File: src/rtl/xbr_cmd_pkg.sv
package xbr_cmd_pkg;
  typedef enum logic [1:0] {ST_IDLE = 2'd0, ST_BUSY = 2'd1, ST_OK = 2'd2, ST_ERR = 2'd3} stat_e;
  typedef enum logic [1:0] {ACT_ERR, ACT_DB, ACT_MW, ACT_LINK} act_e;
  typedef enum logic [1:0] {PH_IDLE, PH_DEC, PH_WAIT, PH_DONE} phase_e;

  localparam logic [31:0] OP_DB   = 32'd1;
  localparam logic [31:0] OP_MW   = 32'd2;
  localparam logic [31:0] OP_LINK = 32'd3;

  localparam int W_CMD     = 0;
  localparam int W_ARG     = 1;
  localparam int W_STAT    = 2;
  localparam int W_TOPO    = 3;
  localparam int W_ALO     = 4;
  localparam int W_AHI     = 5;
  localparam int W_SIZE    = 6;
  localparam int W_MWCNT   = 7;
  localparam int W_MW1OFS  = 8;
  localparam int W_SPOFS   = 9;
  localparam int W_SPCNT   = 10;
  localparam int W_DBESZ   = 11;
  localparam int W_DB_BASE = 12;
endpackage

File: src/rtl/xbr_cmd_decode.sv
module xbr_cmd_decode
  import xbr_cmd_pkg::*;
#(
  parameter int MAX_DB = 32,
  parameter int NUM_MW = 4
)(
  input  logic [31:0] cmd_i,
  input  logic [31:0] arg_i,
  output act_e        act_o
);
  logic db_ok, mw_ok;

  assign db_ok = 32'(arg_i[15:0]) <= 32'(MAX_DB);
  assign mw_ok = (arg_i >= 32'd1) && (arg_i <= 32'(NUM_MW));

  always_comb begin
    case (cmd_i)
      OP_DB:   act_o = db_ok ? ACT_DB : ACT_ERR;
      OP_MW:   act_o = mw_ok ? ACT_MW : ACT_ERR;
      OP_LINK: act_o = ACT_LINK;
      default: act_o = ACT_ERR;
    endcase
  end
endmodule

File: src/rtl/xbr_db_ram.sv
module xbr_db_ram #(
  parameter int DEPTH = 32,
  parameter int AW    = $clog2(DEPTH)
)(
  input  logic          clk,
  input  logic          we_i,
  input  logic [AW-1:0] waddr_i,
  input  logic [31:0]   wdata_i,
  input  logic          ra_en_i,
  input  logic [AW-1:0] ra_addr_i,
  output logic [31:0]   ra_data_o,
  input  logic [AW-1:0] rb_addr_i,
  output logic [31:0]   rb_data_o
);
  logic [31:0] mem [DEPTH];

  always_ff @(posedge clk) begin
    if (we_i) mem[waddr_i] <= wdata_i;
    if (ra_en_i) ra_data_o <= mem[ra_addr_i];
    rb_data_o <= mem[rb_addr_i];
  end
endmodule

File: src/rtl/xbr_link_sync.sv
module xbr_link_sync (
  input  logic clk,
  input  logic rst,
  input  logic set_bound_i,
  input  logic peer_bound_i,
  output logic bound_o,
  output logic link_up_o
);
  logic fired_q;
  logic fire;

  assign fire = bound_o && peer_bound_i && !fired_q;

  always_ff @(posedge clk) begin
    if (rst) begin
      bound_o   <= 1'b0;
      fired_q   <= 1'b0;
      link_up_o <= 1'b0;
    end else begin
      if (set_bound_i) bound_o <= 1'b1;
      fired_q   <= fired_q | fire;
      link_up_o <= fire;
    end
  end


  link_single_chk: assert property (@(posedge clk) disable iff (rst)
    link_up_o |=> !link_up_o);

  link_cause_chk: assert property (@(posedge clk) disable iff (rst)
    link_up_o |-> (bound_o && $past(peer_bound_i)));
endmodule

File: src/rtl/xbr_cmd_regfile.sv
module xbr_cmd_regfile
  import xbr_cmd_pkg::*;
#(
  parameter int          DB_WORDS      = 32,
  parameter int          NUM_MW        = 4,
  parameter bit          IS_PRIMARY    = 1'b1,
  parameter logic [31:0] MW1_OFFSET    = 32'h0000_0100,
  parameter logic [31:0] SPAD_OFFSET   = 32'h0000_00B0,
  parameter logic [31:0] SPAD_COUNT    = 32'd16,
  parameter logic [31:0] DB_ENTRY_SIZE = 32'd4,
  localparam int ADDR_W = $clog2(W_DB_BASE + DB_WORDS),
  localparam int DB_AW  = $clog2(DB_WORDS),
  localparam int IDX_W  = $clog2(NUM_MW + 1)
)(
  input  logic              clk,
  input  logic              rst,
  input  logic              host_wr,
  input  logic              host_rd,
  input  logic [ADDR_W-1:0] host_addr,
  input  logic [31:0]       host_wdata,
  output logic [31:0]       host_rdata,
  input  logic              cfg_ready,
  output logic              db_cfg_valid,
  output logic [15:0]       db_cfg_count,
  output logic              db_cfg_msix,
  output logic              mw_cfg_valid,
  output logic [IDX_W-1:0]  mw_cfg_index,
  output logic [63:0]       mw_cfg_addr,
  output logic [31:0]       mw_cfg_size,
  input  logic [DB_AW-1:0]  db_rd_idx,
  output logic [31:0]       db_rd_data,
  input  logic              peer_bound,
  output logic              local_bound,
  output logic              link_up
);
  localparam logic [31:0] TOPO_VAL = IS_PRIMARY ? 32'd1 : 32'd2;

  logic [31:0] cmd_q, arg_q, alo_q, ahi_q, size_q;
  stat_e       status_q;
  phase_e      ph_q;
  act_e        act;
  logic [31:0] a32;
  logic        ram_hit;
  logic [DB_AW-1:0] ram_idx;
  logic [31:0] ram_rdata, reg_rd_q;
  logic        sel_ram_q;
  logic        set_bound;

  assign a32     = 32'(host_addr);
  assign ram_hit = (a32 >= 32'(W_DB_BASE)) && (a32 < 32'(W_DB_BASE + DB_WORDS));
  assign ram_idx = DB_AW'(a32 - 32'(W_DB_BASE));

  xbr_cmd_decode #(.MAX_DB(DB_WORDS), .NUM_MW(NUM_MW)) u_dec (
    .cmd_i(cmd_q), .arg_i(arg_q), .act_o(act)
  );

  xbr_db_ram #(.DEPTH(DB_WORDS), .AW(DB_AW)) u_ram (
    .clk(clk),
    .we_i(host_wr && ram_hit), .waddr_i(ram_idx), .wdata_i(host_wdata),
    .ra_en_i(host_rd && ram_hit), .ra_addr_i(ram_idx), .ra_data_o(ram_rdata),
    .rb_addr_i(db_rd_idx), .rb_data_o(db_rd_data)
  );

  assign set_bound = (ph_q == PH_DEC) && (act == ACT_LINK);

  xbr_link_sync u_link (
    .clk(clk), .rst(rst), .set_bound_i(set_bound), .peer_bound_i(peer_bound),
    .bound_o(local_bound), .link_up_o(link_up)
  );

  // Command sequencing and writable words
  always_ff @(posedge clk) begin
    if (rst) begin
      cmd_q        <= '0;
      arg_q        <= '0;
      alo_q        <= '0;
      ahi_q        <= '0;
      size_q       <= '0;
      status_q     <= ST_IDLE;
      ph_q         <= PH_IDLE;
      db_cfg_valid <= 1'b0;
      db_cfg_count <= '0;
      db_cfg_msix  <= 1'b0;
      mw_cfg_valid <= 1'b0;
      mw_cfg_index <= '0;
      mw_cfg_addr  <= '0;
      mw_cfg_size  <= '0;
    end else begin
      if (host_wr) begin
        case (a32)
          W_ARG:  arg_q  <= host_wdata;
          W_ALO:  alo_q  <= host_wdata;
          W_AHI:  ahi_q  <= host_wdata;
          W_SIZE: size_q <= host_wdata;
          W_CMD: if (ph_q == PH_IDLE && host_wdata != '0) begin
            cmd_q    <= host_wdata;
            status_q <= ST_BUSY;
            ph_q     <= PH_DEC;
          end
          default: ;
        endcase
      end
      case (ph_q)
        PH_DEC: begin
          case (act)
            ACT_DB: begin
              db_cfg_valid <= 1'b1;
              db_cfg_count <= arg_q[15:0];
              db_cfg_msix  <= arg_q[16];
              ph_q         <= PH_WAIT;
            end
            ACT_MW: begin
              mw_cfg_valid <= 1'b1;
              mw_cfg_index <= IDX_W'(arg_q);
              mw_cfg_addr  <= {ahi_q, alo_q};
              mw_cfg_size  <= size_q;
              ph_q         <= PH_WAIT;
            end
            ACT_LINK: begin
              status_q <= ST_OK;
              cmd_q    <= '0;
              ph_q     <= PH_IDLE;
            end
            default: begin
              status_q <= ST_ERR;
              cmd_q    <= '0;
              ph_q     <= PH_IDLE;
            end
          endcase
        end
        PH_WAIT: if (cfg_ready) begin
          db_cfg_valid <= 1'b0;
          mw_cfg_valid <= 1'b0;
          ph_q         <= PH_DONE;
        end
        PH_DONE: begin
          status_q <= ST_OK;
          cmd_q    <= '0;
          ph_q     <= PH_IDLE;
        end
        default: ;
      endcase
    end
  end

  // Registered host read
  always_ff @(posedge clk) begin
    if (rst) begin
      reg_rd_q  <= '0;
      sel_ram_q <= 1'b0;
    end else if (host_rd) begin
      sel_ram_q <= ram_hit;
      case (a32)
        W_CMD:    reg_rd_q <= cmd_q;
        W_ARG:    reg_rd_q <= arg_q;
        W_STAT:   reg_rd_q <= {30'd0, status_q};
        W_TOPO:   reg_rd_q <= TOPO_VAL;
        W_ALO:    reg_rd_q <= alo_q;
        W_AHI:    reg_rd_q <= ahi_q;
        W_SIZE:   reg_rd_q <= size_q;
        W_MWCNT:  reg_rd_q <= 32'(NUM_MW);
        W_MW1OFS: reg_rd_q <= MW1_OFFSET;
        W_SPOFS:  reg_rd_q <= SPAD_OFFSET;
        W_SPCNT:  reg_rd_q <= SPAD_COUNT;
        W_DBESZ:  reg_rd_q <= DB_ENTRY_SIZE;
        default:  reg_rd_q <= '0;
      endcase
    end
  end

  assign host_rdata = sel_ram_q ? ram_rdata : reg_rd_q;


  strobe_busy_chk: assert property (@(posedge clk) disable iff (rst)
    (db_cfg_valid || mw_cfg_valid) |-> (status_q == ST_BUSY));

  db_hold_chk: assert property (@(posedge clk) disable iff (rst)
    (db_cfg_valid && !cfg_ready) |=> (db_cfg_valid && $stable(db_cfg_count) && $stable(db_cfg_msix)));

  mw_hold_chk: assert property (@(posedge clk) disable iff (rst)
    (mw_cfg_valid && !cfg_ready) |=> (mw_cfg_valid && $stable(mw_cfg_addr) && $stable(mw_cfg_size)));

  accept_ok_chk: assert property (@(posedge clk) disable iff (rst)
    ((db_cfg_valid || mw_cfg_valid) && cfg_ready) |=> ##1 (status_q == ST_OK && cmd_q == '0));

  err_quiet_chk: assert property (@(posedge clk) disable iff (rst)
    (status_q == ST_ERR) |-> (!db_cfg_valid && !mw_cfg_valid && cmd_q == '0));

  strobe_excl_chk: assert property (@(posedge clk) disable iff (rst)
    !(db_cfg_valid && mw_cfg_valid));
endmodule

File: config.mk
export PLATFORM = sky130hd
export DESIGN_NAME = xbr_cmd_regfile
export DESIGN_NICKNAME = d
export VERILOG_FILES = /design/src/rtl/xbr_cmd_pkg.sv /design/src/rtl/xbr_cmd_decode.sv /design/src/rtl/xbr_db_ram.sv /design/src/rtl/xbr_link_sync.sv /design/src/rtl/xbr_cmd_regfile.sv
export SDC_FILE = /design/constraint.sdc
export NUM_CORES = 2
export LEC_CHECK = 0
export BUFFER_PORTS_ARGS = -buffer_cell sky130_fd_sc_hd__buf_4
export CAP_MARGIN = 40
export CORE_ASPECT_RATIO = 0.7
export CORE_UTILIZATION = 59
export DETAILED_ROUTE_END_ITERATION = 8
export HOLD_SLACK_MARGIN = 0.08
export PLACE_DENSITY = 0.77
export SLEW_MARGIN = 10
export SYNTH_ARGS = -nofsm -noshare
export SYNTH_HDL_FRONTEND = slang
export SYNTH_SLANG_ARGS = --single-unit
File: constraint.sdc
create_clock -name clk -period 3.7 [get_ports clk]
set_input_delay 0.185 -clock clk [delete_from_list [all_inputs] [get_ports clk]]
set_output_delay 0.185 -clock clk [all_outputs]
set_load 0.005 [all_outputs]
==> metrics.txt <==
crit path time final=3320 ps; Layout area overhead=14.4%; Die Y=about 270 µm; Final Slew Violations=0; via count=40.9k; initial antenna violation count=7; max frequency=301 MHz; Main synth FF type=edfxtp_1; setup TNS=0 ps; Avg Inst Size Synth=about 16 µm²; Top Ports=233; number of global-route vias before repair=around 40k; die area=104,000 µm²; largest net degree at the start of global routing=between 100 and 150; clk buf depth=3; Req. time, crit path=roughly 4400 ps; cts bufs inserted=approximately 130; DR DRC count=0; Total Power=roughly 33 mW; post-synth top area cell=edfxtp_1; Reg power frac=51.7%; Syn. warnings=0; Logic pwr share=under 10%; First DRT Iteration DRCs=between 6k and 7k; via density per instance=7.46; Int Pwr=between 20 and 30 mW; wire per inst=35.6 µm; most common cell in the netlist=edfxtp_1; top cells by area, synth=edfxtp_1, mux4_2, dfxtp_1; grt ovf=0; NumNets Final=4,094; Distinct cells, synth=65; flop and latch count out of synthesis=1,406; layout cell share with drive strength beyond 1=29.0%; Worst-path clk slew=approximately 70 ps; Post-DRT Antenna Nets=0; port bufs=about 230; post-synthesis cell count=3,765; Final setup violation count=0; Max FO, Critical Path=4; period utilization=89.8%; Rows=97; clk_skew=22.2 ps; crit end category=register; EDFF count, synth=1,056; root buf cell=clkbuf_16; GRT Util Overall=37.6%; sw power=7.73 mW; Die Wd=about 380 µm; switch share=23.1%; Setup crit start kind=register; first-pass detailed-route iteration total=6; RSZ-0062 raised after global routing=no; TritonCTS clock tree=yes; worst vdd ir=about 0.43 mV; Least-Margin Pin Slew=976 ps; ys async rst share=0%; leakage=~22 nW; worst-skew pair later-pin latency=between 700 and 800 ps; Initial Util=between 60% and 70%; Syn Nets=~3.8k; outcome=complete, no violations; TritonCTS Sinks=around 1.4k; post-CTS resize count=0; Seq/Total Area, Yosys=64.0%; Routed WL=195 mm; maxcap violations=0; mapped cell area=about 60,000 µm²; area share of the largest cell type after synthesis=between 50% and 60%; fin util=between 60% and 70%; Worst Path Arrival=a little under 4000 ps; first-pass GRT wire length=278 mm; Rel. slew slack=between 30% and 40%; HP Class=input pin to register; core footprint=101,000 µm²; Clk pwr share=40.8%; top cells by count, synth=edfxtp_1, nand2_1, mux4_2, dfxtp_1, a21oi_1; final hold violation count=0; placer congestion estimate=0.989; Crit Path Category=register to register; number of H-tree levels=4; hpwl dp=113 mm; Power Dens Cells=483 nW/µm²
-- final timing paths --
path	from	end	slack [ps]	depth (start not counted)
worst max-delay path	arg_q[10]	db_cfg_valid	380	9
worst min register to register	u_link.fired_q	u_link.link_up_o	430	1
worst min-delay path	host_addr[5]	reg_rd_q[25]	140	5
worst max register to register	arg_q[10]	db_cfg_valid	380	9
-- cell type report --
| type | count | area [µm²] |
|---|---|---|
| sequential | 1406 | 38700 |
| multi-input combinational | 2056 | 20600 |
| inverter | 5 | 18.8 |
| fill | 6403 | 31600 |
| clock buffer | 176 | 3650 |
| tap | 1336 | 1670 |
| clock inverter | 66 | 603 |
| antenna | 4 | 10.0 |
| timing repair buffer | 436 | 4010 |
-- flip-flops by register name, indices dropped and copies added, names as in the netlist --
register / flops
ahi_q: 32
alo_q: 32
arg_q: 32
cmd_q: 32
db_cfg_count: 16
db_cfg_msix: 1
db_cfg_valid: 1
mw_cfg_addr: 64
mw_cfg_index: 3
mw_cfg_size: 32
mw_cfg_valid: 1
ph_q: 2
reg_rd_q: 32
sel_ram_q: 1
size_q: 32
status_q: 2
u_link.bound_o: 1
u_link.fired_q: 1
u_link.link_up_o: 1
u_ram.mem: 1024
u_ram.ra_data_o: 32
u_ram.rb_data_o: 32
-- per-layer routing --
metal / vias up / wire, µm / track usage (%)
met2: 3812 / 85200 / 53.7
li1: 15800 / - / -
met1: 20700 / 69200 / 53.2
met4: 8 / 9600 / 16.9
met3: 615 / 31100 / 12.0
met5: - / 50 / 0
-- critical path: stages, from the launching register on --
cell	delay [ps]
dfxtp_1	390
nor4_1	860
nand3_1	210
nor4_1	380
o211ai_1	180
ha_1	250
nor2b_1	130
o21ai_0	160
a21oi_1	80
dlygate4sd3_1	570
-- power by group through the flow --
| stage | Clock, mW | Sequential [mW] | Combinational [mW] |
|---|---|---|---|
| after global placement | 0 | 17.6 | 2.33 |
| after global routing | 14.3 | 17.3 | 2.57 |
| final | 13.7 | 17.3 | 2.50 |
| after CTS | 13.7 | 17.3 | 2.45 |
| after detailed placement | 0 | 17.6 | 2.38 |
| after floorplan | 0 | 17.6 | 1.36 |
-- cells by family (layout without fill, tap and decap cells) --
logic type                 count (synthesis)  after routing  synth area share, %
AOI/OAI and AO/OA                        627            627                 6.56
xor gates and xnor gates                   2              2               0.0537
adders and majority gates                  8              8                0.165
buffers and inverters                    303            683                 2.63
DFF                                     1406           1406                 64.0
muxes                                    612            612                 20.8
other                                      0              4                    0
and+or+nand+nor                          807            807                 5.86
-- metrics by stage --
stage          std cells  setup slack [ps]  cell area (µm²)  hold WS (ps)
5_1_grt             5482               267            69200           156
4_1_cts             5478               576            69200          85.9
2_1_floorplan       3765               603            60500           284
3_5_place_dp        5196               610            64600           418
3_3_place_gp        5188               565            64400           407
6_report            5485               377            69300           139
-- layout by cell type, fill, tap and decap left out, types with 5 or more instances in the layout --
cell type         n
o22ai_1         130
clkbuf_16       136
nor2_4           36
buf_12           45
a21oi_1         256
nor4_1           55
nand4_1          35
nand3b_1          5
edfxtp_1       1056
o21ai_0           9
nand2b_1          5
clkbuf_8         11
nor2b_1          10
o221ai_1         25
clkbuf_1         30
a22o_1           27
dlygate4sd3_1    40
clkinvlp_4        7
clkinv_2         18
mux2_2           39
inv_6             8
bufinv_16         8
nor2_1           12
and3_1            5
nand3_1          37
ha_1              8
a22oi_1         154
nand2_1         573
buf_4           340
clkinv_1         20
mux2i_1          61
dfxtp_1         349
mux4_2          512
-- what timing repair did --
action | 4_1_cts | 5_1_grt
hold buffers | 40 | 0
setup endpoints to repair | 0 | 0
setup buffers | 0 | 0
endpoints found under the hold margin | 1209 | 0
No activity file was read; power rests on OpenSTA's default activity.
